File: src/rtl/pcw_pkg.sv
package pcw_pkg;
  localparam int ADDR_W     = 6;
  localparam int DEPTH      = 1 << ADDR_W;
  localparam int QTR        = DEPTH / 4;
  localparam int CODE_W     = 3;
  localparam int NUM_PHASES = 6;
  localparam int MAG_W      = 5;

  typedef logic [ADDR_W-1:0] addr_t;
  typedef logic [CODE_W-1:0] code_t;

  // Quarter-wave magnitude: round(31*sin(i*90deg/16)), i = 0..16
  function automatic logic [MAG_W-1:0] quarter_mag(input logic [4:0] i);
    logic [MAG_W-1:0] m;
    case (i)
      5'd0:  m = 5'd0;
      5'd1:  m = 5'd3;
      5'd2:  m = 5'd6;
      5'd3:  m = 5'd9;
      5'd4:  m = 5'd12;
      5'd5:  m = 5'd15;
      5'd6:  m = 5'd17;
      5'd7:  m = 5'd20;
      5'd8:  m = 5'd22;
      5'd9:  m = 5'd24;
      5'd10: m = 5'd26;
      5'd11: m = 5'd27;
      5'd12: m = 5'd29;
      5'd13: m = 5'd30;
      5'd14: m = 5'd30;
      default: m = 5'd31;
    endcase
    return m;
  endfunction
endpackage

File: src/rtl/pcw_phase_rom.sv
module pcw_phase_rom
  import pcw_pkg::*;
(
  input  code_t code,
  output addr_t start_addr
);
  addr_t table_q [NUM_PHASES];

  // Entry k = round(k*DEPTH/NUM_PHASES), computed at elaboration
  for (genvar k = 0; k < NUM_PHASES; k++) begin : g_ofs
    localparam int OFS = (2 * k * DEPTH + NUM_PHASES) / (2 * NUM_PHASES);
    assign table_q[k] = addr_t'(OFS);
  end

  always_comb begin
    if (int'(code) < NUM_PHASES) start_addr = table_q[code];
    else                         start_addr = '0;
  end
endmodule

File: src/rtl/pcw_sine_rom.sv
module pcw_sine_rom
  import pcw_pkg::*;
#(
  parameter int SAMPLE_W = 6
) (
  input  addr_t                      addr,
  output logic signed [SAMPLE_W-1:0] sample
);
  localparam int IDX_W = ADDR_W - 2;

  logic [1:0]         quad;
  logic [IDX_W-1:0]   idx;
  logic [4:0]         qi;
  logic [MAG_W-1:0]   mag;
  logic signed [SAMPLE_W-1:0] pos;

  assign quad = addr[ADDR_W-1 -: 2];
  assign idx  = addr[IDX_W-1:0];

  always_comb begin
    if (quad[0]) qi = 5'(QTR) - 5'(idx);
    else         qi = 5'(idx);
    mag    = quarter_mag(qi);
    pos    = SAMPLE_W'(mag);
    sample = quad[1] ? -pos : pos;
  end
endmodule

File: src/rtl/pcw_symbol_timer.sv
module pcw_symbol_timer
  import pcw_pkg::*;
(
  input  logic clk,
  input  logic rst_n,
  input  logic adv,
  output logic boundary
);
  addr_t cnt;
  logic  tc_n;

  // inverted-AND terminal decode: low only in the all-ones state
  assign tc_n     = ~(&cnt);
  assign boundary = ~tc_n;

  always_ff @(posedge clk) begin
    if (!rst_n)   cnt <= '1;
    else if (adv) cnt <= cnt - 1'b1;
  end

  AST_TC_WRAP: assert property (@(posedge clk) disable iff (!rst_n)
    (adv && cnt == '0) |=> boundary);
endmodule

File: src/rtl/pcw_addr_counter.sv
module pcw_addr_counter
  import pcw_pkg::*;
(
  input  logic  clk,
  input  logic  rst_n,
  input  logic  adv,
  input  logic  load,
  input  addr_t start_addr,
  output addr_t cur_addr
);
  addr_t addr_q;

  assign cur_addr = load ? start_addr : addr_q;

  always_ff @(posedge clk) begin
    if (!rst_n)   addr_q <= '0;
    else if (adv) addr_q <= cur_addr + 1'b1;
  end
endmodule

File: src/rtl/phase_code_wavegen.sv
module phase_code_wavegen
  import pcw_pkg::*;
#(
  parameter int SAMPLE_W = 6
) (
  input  logic                      clk,
  input  logic                      rst_n,
  input  logic [CODE_W-1:0]         code_in,
  input  logic                      out_ready,
  output logic                      out_valid,
  output logic signed [SAMPLE_W-1:0] out_sample,
  output logic                      out_sym_start
);
  logic  adv;
  logic  boundary;
  addr_t start_addr;
  addr_t cur_addr;
  logic signed [SAMPLE_W-1:0] rom_sample;

  assign adv = !out_valid || out_ready;

  pcw_symbol_timer u_timer (
    .clk      (clk),
    .rst_n    (rst_n),
    .adv      (adv),
    .boundary (boundary)
  );

  pcw_phase_rom u_phase (
    .code       (code_in),
    .start_addr (start_addr)
  );

  pcw_addr_counter u_addr (
    .clk        (clk),
    .rst_n      (rst_n),
    .adv        (adv),
    .load       (boundary),
    .start_addr (start_addr),
    .cur_addr   (cur_addr)
  );

  pcw_sine_rom #(.SAMPLE_W(SAMPLE_W)) u_sine (
    .addr   (cur_addr),
    .sample (rom_sample)
  );

  always_ff @(posedge clk) begin
    if (!rst_n) begin
      out_valid     <= 1'b0;
      out_sample    <= '0;
      out_sym_start <= 1'b0;
    end else if (adv) begin
      out_valid     <= 1'b1;
      out_sample    <= rom_sample;
      out_sym_start <= boundary;
    end
  end

  AST_STALL_HOLD: assert property (@(posedge clk) disable iff (!rst_n)
    (out_valid && !out_ready) |=> (out_valid && $stable(out_sample) && $stable(out_sym_start)));

  AST_AMP_RANGE: assert property (@(posedge clk) disable iff (!rst_n)
    out_valid |-> (out_sample <= 31 && out_sample >= -31));

  AST_VALID_STAYS: assert property (@(posedge clk) disable iff (!rst_n)
    out_valid |=> out_valid);
endmodule

File: config.mk
export PLATFORM = sky130hd
export DESIGN_NAME = phase_code_wavegen
export DESIGN_NICKNAME = d
export VERILOG_FILES = /design/src/rtl/pcw_pkg.sv /design/src/rtl/pcw_phase_rom.sv /design/src/rtl/pcw_sine_rom.sv /design/src/rtl/pcw_symbol_timer.sv /design/src/rtl/pcw_addr_counter.sv /design/src/rtl/phase_code_wavegen.sv
export SDC_FILE = /design/constraint.sdc
export NUM_CORES = 1
export LEC_CHECK = 0
export BUFFER_PORTS_ARGS = -buffer_cell sky130_fd_sc_hd__buf_2
export CAP_MARGIN = 20
export CORE_MARGIN = 2
export CORE_UTILIZATION = 40
export DETAILED_ROUTE_END_ITERATION = 16
export GPL_TIMING_DRIVEN = 0
export PLACE_DENSITY = 0.66
export SETUP_SLACK_MARGIN = 0.1
export SLEW_MARGIN = 20
export SYNTH_ARGS = -nofsm -noshare
export SYNTH_HDL_FRONTEND = slang
export SYNTH_HIERARCHICAL = 1
export SYNTH_SLANG_ARGS = --single-unit
export TNS_END_PERCENT = 5
File: constraint.sdc
create_clock -name clk -period 4.8 [get_ports clk]
set_clock_uncertainty 0.1 [all_clocks]
set_input_delay 0.48 -clock clk [delete_from_list [all_inputs] [get_ports clk]]
set_output_delay 0.48 -clock clk [all_outputs]
set_load 0.02 [all_outputs]
==> impl_metrics.toml, run 1 <==
[status]
status = "finished, final reports clean"

[critical_path]
critPathCaptureType = "register"
crit_start = "u_timer/cnt[0]$_SDFFE_PN1P_"
r2r_start = "u_timer/cnt[0]$_SDFFE_PN1P_"
crit_type = "reg -> reg"
startpoint_type = "register"
worst-path-max-fanout = 10
arrival_ns = 4.38
cp.required_ns = 4.90

[logic_synthesis]
syn_avg_cell_area_um2 = 9.02
synth_cells = 169
synthArstFlopShare_pct = 0
synth-seq-cells = 20
synth_top_cell_area_share_pct = 26.3
synth_ff_type = "dfxtp_1"
synth_warnings = 6
netlist.top_cell.by_area = "dfxtp_1"
synth_fp_nets = 186
ys_types = 42
syn_area_um2 = 1520
synth_area_leaders = "dfxtp_1 26%, ha_1 9.0%, mux2i_1 7.2%"
ys_seq_area_share_pct = 26.3
synth_edf_count = 0

[cts]
h-tree-depth = 1
root_buffer = "clkbuf_8"
tritoncts = "done"
path_clk_slew_ns = 0.08
post_cts.repair.setup_buffers = 0
cts.sinks = 20
cts_buffer_depth = 2
numCtsBuffers = 3
insertion_delay_ns = 0.26

[timing]
rsz0062_at_grt = "no"
period_share_pct = 89.1
fmax_mhz = 234
final.min_clock_period_ns = 4.28
tns_ns = 0
hold_viol_final = 0
finalSetupViolCount = 0
tightest_slew_ns = 0.555
drv_slew = 0
slew_headroom_pct = 62.9

[finish]
areaGrowthSynthToFinish_pct = 13.7
drive_gt1_share_pct = 22.6
diodes = 0
nFillCells = 369
nets = 204

[floorplanning]
die-height_um = 65.7
core_area_um2 = 3660
die_x_um = 65.7
std_cell_rows = 22
io_pins = 14
initial_core_util_pct = 41.6
die-area_um2 = 4320

[job]
maxCapViolCount = 0

[drt]
vias = 1199
drcViolationCount = 0
post_drt_wl_per_cell_um = 11.4
wl_met3_um = 56
vias_per_cell = 5.12
top_layer = "met4"
routed_wl_um = 2660
wl_met2_um = 1280
wl_met1_um = 1270
ant_nets = 0
drtPass1Iterations = 4
drt_iter0_drc = 28

[placed_design]
hpwl_um = 2070
port_buffers = 13
gp_congestion = 0.792

[power]
total_power_w = 0.000733
powerDensity_nw_per_um2 = 423
ir_worst_vdd_mv = 0.176
p_leak_nw = 0.789

[grt]
grt_util_all_layers_pct = 14.5
grt_max_degree = 19
grt.overflow.total = 0
antenna_found_initial = 0
grt_pass1_vias = 1197
grt_pass1_wl_um = 5020

[hold_path]
hold_class = "reg -> reg"
holdCritStartpoint = "out_sample[1]$_SDFFE_PN0P_"
critical path, cell delays in order (launching register included):
cell,delay [ns]
dfxtp_1,0.43
ha_1,0.17
nand4_1,0.10
nor2_1,0.18
buf_6,0.17
mux2_2,0.42
inv_1,0.17
ha_1,0.28
mux2i_4,0.20
inv_1,0.12
ha_1,0.31
inv_1,0.04
mux4_2,0.49
nand2b_1,0.18
inv_1,0.06
ha_1,0.13
inv_1,0.05
o31ai_1,0.27
xnor2_1,0.15
nand2_1,0.07
mux2i_1,0.11
per-stage QoR:
| step | worst slack [ns] | hold slack (ns) | util, % | instance area, um^2 | instances |
|---|---|---|---|---|---|
| after floorplan | 0.734 | 0.385 | - | 1520 | 169 |
| after global placement | 0.356 | 0.343 | 45.0 | 1650 | 230 |
| after detailed placement | 0.365 | 0.353 | 45.0 | 1650 | 230 |
| after CTS | 0.327 | 0.364 | 47.0 | 1720 | 234 |
| after global routing | 0.118 | 0.390 | 47.3 | 1730 | 234 |
| final | 0.522 | 0.360 | 47.3 | 1730 | 234 |
worst paths after layout:
| path | cells after the start | end | slack [ns] |
|---|---|---|---|
| worst max register to register | 20 | out_sample[4]$_SDFFE_PN0P_ | 0.52 |
| worst min-delay path | 2 | out_sample[1]$_SDFFE_PN0P_ | 0.36 |
| worst min register to register | 2 | out_sample[1]$_SDFFE_PN0P_ | 0.36 |
| worst max-delay path | 20 | out_sample[4]$_SDFFE_PN0P_ | 0.52 |
placed cells by master (no fill, tap or decap), types with 2 or more instances in the layout:
cell type	count
inv_1	14
a21oi_1	6
a31oi_1	2
nand2b_1	2
ha_1	11
nand2_1	22
mux2i_1	10
buf_2	13
buf_6	2
clkbuf_1	2
nand3_1	5
xnor2_1	7
dfxtp_1	20
nand3b_1	2
o21ai_0	6
o31ai_1	2
buf_4	3
and2_1	2
nor2b_1	5
nor3_1	3
mux2_2	7
xor2_1	5
nor2_1	9
clkbuf_8	3
nand4_1	2
layer usage:
metal | GRT usage (%) | vias up
met1 | 17.9 | 558
met3 | 1.54 | 5
met5 | 0 | -
met2 | 25.0 | 15
met4 | 7.03 | 0
li1 | - | 621
timing repair:
item | in CTS | in global routing
hold buffers | 0 | 0
gates resized for setup | 0 | 2
endpoints found under the setup margin | 0 | 1
layout make-up:
type	count	area, um^2	share of cell area (%)
timing repair buffer	13	65.1	3.75
sequential	20	400	23.1
buffer	7	52.6	3.03
tap	48	60.1	3.47
clock inverter	1	30.0	1.73
multi-input combinational	128	1030	59.5
clock buffer	3	41.3	2.38
inverter	14	52.6	3.03
cells in the mapped netlist (3+ instances only):
library cell  count
nand2_1          22
dfxtp_1          20
inv_1            14
ha_1             11
mux2i_1          11
nor2_1            9
mux2_2            7
xnor2_1           7
a21oi_1           6
o21ai_0           6
nand3_1           5
nor2b_1           5
xor2_1            5
buf_4             3
nor3_1            3
registers in the layout (all words and copies together) (netlist names):
register       count
out_sym_start      1
out_sample         6
u_timer/cnt        6
u_addr/addr_q      6
out_valid          1
cells by family (layout without fill, tap and decap cells):
kind of cell	count (synthesis)	in the layout	synth area share, %
AOI/OAI and AO/OA	26	26	13.6
xor gates and xnor gates	13	13	7.96
adders and majority gates	11	11	9.03
buffers and inverters	21	38	6.90
DFF	20	20	26.3
muxes	20	20	14.9
and+or+nand+nor	58	58	21.3
report_power, final:
part,internal (W),switching (W)
logic,0.000153,0.000195
registers,0.000195,0.0000195
clock network,0.000111,0.0000591
total,0.000459,0.000274
Power figures use the tool's default switching activity.
==> run 2: changes to the inputs <==
- CAP_MARGIN: 20 -> not set
- CORE_MARGIN: 2 -> 3
- GPL_ROUTABILITY_DRIVEN: not set -> 0
==> impl_metrics.toml, run 2 (synthesis results as in run 1) <==
[finish]
drive_gt1_share_pct = 22.6
diodes = 0
mostFrequentLayoutCells = "22 x nand2_1, 20 x dfxtp_1, 14 x inv_1"
instances_no_fill = 232
areaGrowthSynthToFinish_pct = 12.5
nets = 204
mostFrequentLayoutCell = "nand2_1"
post-route-cell-area_um2 = 1710
largestRegisters = "out_sample: 6 flops, u_addr/addr_q: 6 flops, u_timer/cnt: 6 flops"

[drt]
vias_per_cell = 5.13
wl_met3_um = 54
wl_met1_um = 1300
drcViolationCount = 0
drtPass1Iterations = 4
drt_iter0_drc = 36
post_drt_wl_per_cell_um = 12.4
top_layer = "met4"
ant_nets = 0
routed_wl_um = 2880
wl_met2_um = 1490
vias = 1190

[power]
internal-power_w = 0.000422
combPwrFrac_pct = 51.3
p_sw_w = 0.000273
ir_worst_vdd_mv = 0.215
switching_share_pct = 39.3
powerDensity_nw_per_um2 = 405
seqPwrFrac_pct = 30.8
power_frac_clock_pct = 18.0
p_leak_nw = 0.782

[timing]
finalSetupViolCount = 0
period_share_pct = 91.6
tightest_slew_ns = 0.610
final.min_clock_period_ns = 4.39
fmax_mhz = 228
tns_ns = 0
drv_slew = 0
slew_headroom_pct = 58.8
hold_viol_final = 0
rsz0062_at_grt = "no"

[cts]
cts_buffer_depth = 2
tritoncts = "done"
post_cts.repair.setup_buffers = 0
numCtsBuffers = 3
cts-resized-gates = 0
root_buffer = "clkbuf_8"
insertion_delay_ns = 0.25
path_clk_slew_ns = 0.07
h-tree-depth = 1
cts.sinks = 20
holdBufCountCts = 0

[status]
status = "finished, final reports clean"

[critical_path]
r2r_setup_slack_ns = 0.41
r2r_start = "u_timer/cnt[0]$_SDFFE_PN1P_"
crit_start = "u_timer/cnt[0]$_SDFFE_PN1P_"
startpoint_type = "register"
r2r_end = "out_sample[4]$_SDFFE_PN0P_"
worstSetupEndpoint = "out_sample[4]$_SDFFE_PN0P_"
arrival_ns = 4.48
worstRegToRegCells = 20
worst-path-max-fanout = 10
critPathCaptureType = "register"
cp.required_ns = 4.89
crit_type = "reg -> reg"

[hold_path]
hold_class = "reg -> reg"

[placed_design]
port_buffers = 13
dpl-instance-area_um2 = 1650
placedCellCount = 228
hpwl_um = 2260

[grt]
grt_pass1_wl_um = 5110
grt_util_all_layers_pct = 14.4
antenna_found_initial = 0
grt_pass1_vias = 1203
grt.overflow.total = 0
grt_max_degree = 19

[floorplanning]
initial_core_util_pct = 43.6
die-height_um = 67.7
die-area_um2 = 4590
die_x_um = 67.7
core_area_um2 = 3490
std_cell_rows = 21
io_pins = 14

[job]
maxCapViolCount = 0
==> run 2: final cells by class <==
| type | instances | area, um^2 |
|---|---|---|
| well taps | 46 | 57.6 |
| repair buffers | 13 | 65.1 |
| fillers | 324 | 1780 |
| inverters | 14 | 52.6 |
| plain buffers | 7 | 52.6 |
| multi-input cells | 128 | 1030 |
| flip-flops and latches | 20 | 400 |
| clock buffers | 4 | 55.1 |
==> run 2: how the worst min path moves through the flow <==
stage | cells after the start | slack (ns) | startpoint | end
floorplan | 2 | 0.38 | u_timer/cnt[4]$_SDFFE_PN1P_ | u_timer/cnt[4]$_SDFFE_PN1P_
global placement | 2 | 0.35 | out_sym_start$_SDFFE_PN0P_ | out_sym_start$_SDFFE_PN0P_
detailed placement | 2 | 0.35 | out_sample[4]$_SDFFE_PN0P_ | out_sample[4]$_SDFFE_PN0P_
CTS | 2 | 0.37 | out_sample[4]$_SDFFE_PN0P_ | out_sample[4]$_SDFFE_PN0P_
global route | 2 | 0.39 | out_sample[1]$_SDFFE_PN0P_ | out_sample[1]$_SDFFE_PN0P_
finish | 2 | 0.36 | out_sample[3]$_SDFFE_PN0P_ | out_sample[3]$_SDFFE_PN0P_
==> run 2: metrics by stage <==
step           power (W)  util, %  setup slack, ns  hold WS (ns)
2_1_floorplan   0.000492        -            0.734         0.385
3_3_place_gp    0.000551     47.1            0.384         0.345
3_5_place_dp    0.000566     47.1            0.246         0.355
4_1_cts         0.000695     48.7            0.214         0.365
5_1_grt         0.000754     49.1            0.124         0.393
6_report        0.000694     49.1            0.405         0.362
==> run 2: power by group through the flow <==
stage | registers (W) | clock network [W] | logic (W)
floorplan | 0.000240 | 0 | 0.000253
global placement | 0.000216 | 0 | 0.000335
detailed placement | 0.000218 | 0 | 0.000348
CTS | 0.000214 | 0.000131 | 0.000350
global route | 0.000218 | 0.000136 | 0.000400
finish | 0.000214 | 0.000125 | 0.000356
==> run 2: metal layers <==
layer	global-route usage, %	up-vias
li1	-	619
met1	16.6	559
met2	26.2	10
met3	3.00	2
met4	4.81	0
met5	0	-
==> run 2: worst max-delay path: stages (launching register included) <==
cell,delay [ns]
dfxtp_1,0.43
ha_1,0.18
nand4_1,0.09
nor2_1,0.19
buf_6,0.18
mux2_2,0.43
inv_1,0.17
ha_1,0.28
mux2i_4,0.22
inv_1,0.13
ha_1,0.31
inv_1,0.04
mux4_2,0.49
nand2b_1,0.18
inv_1,0.07
ha_1,0.14
inv_1,0.06
o31ai_1,0.31
xnor2_1,0.16
nand2_1,0.06
mux2i_1,0.11
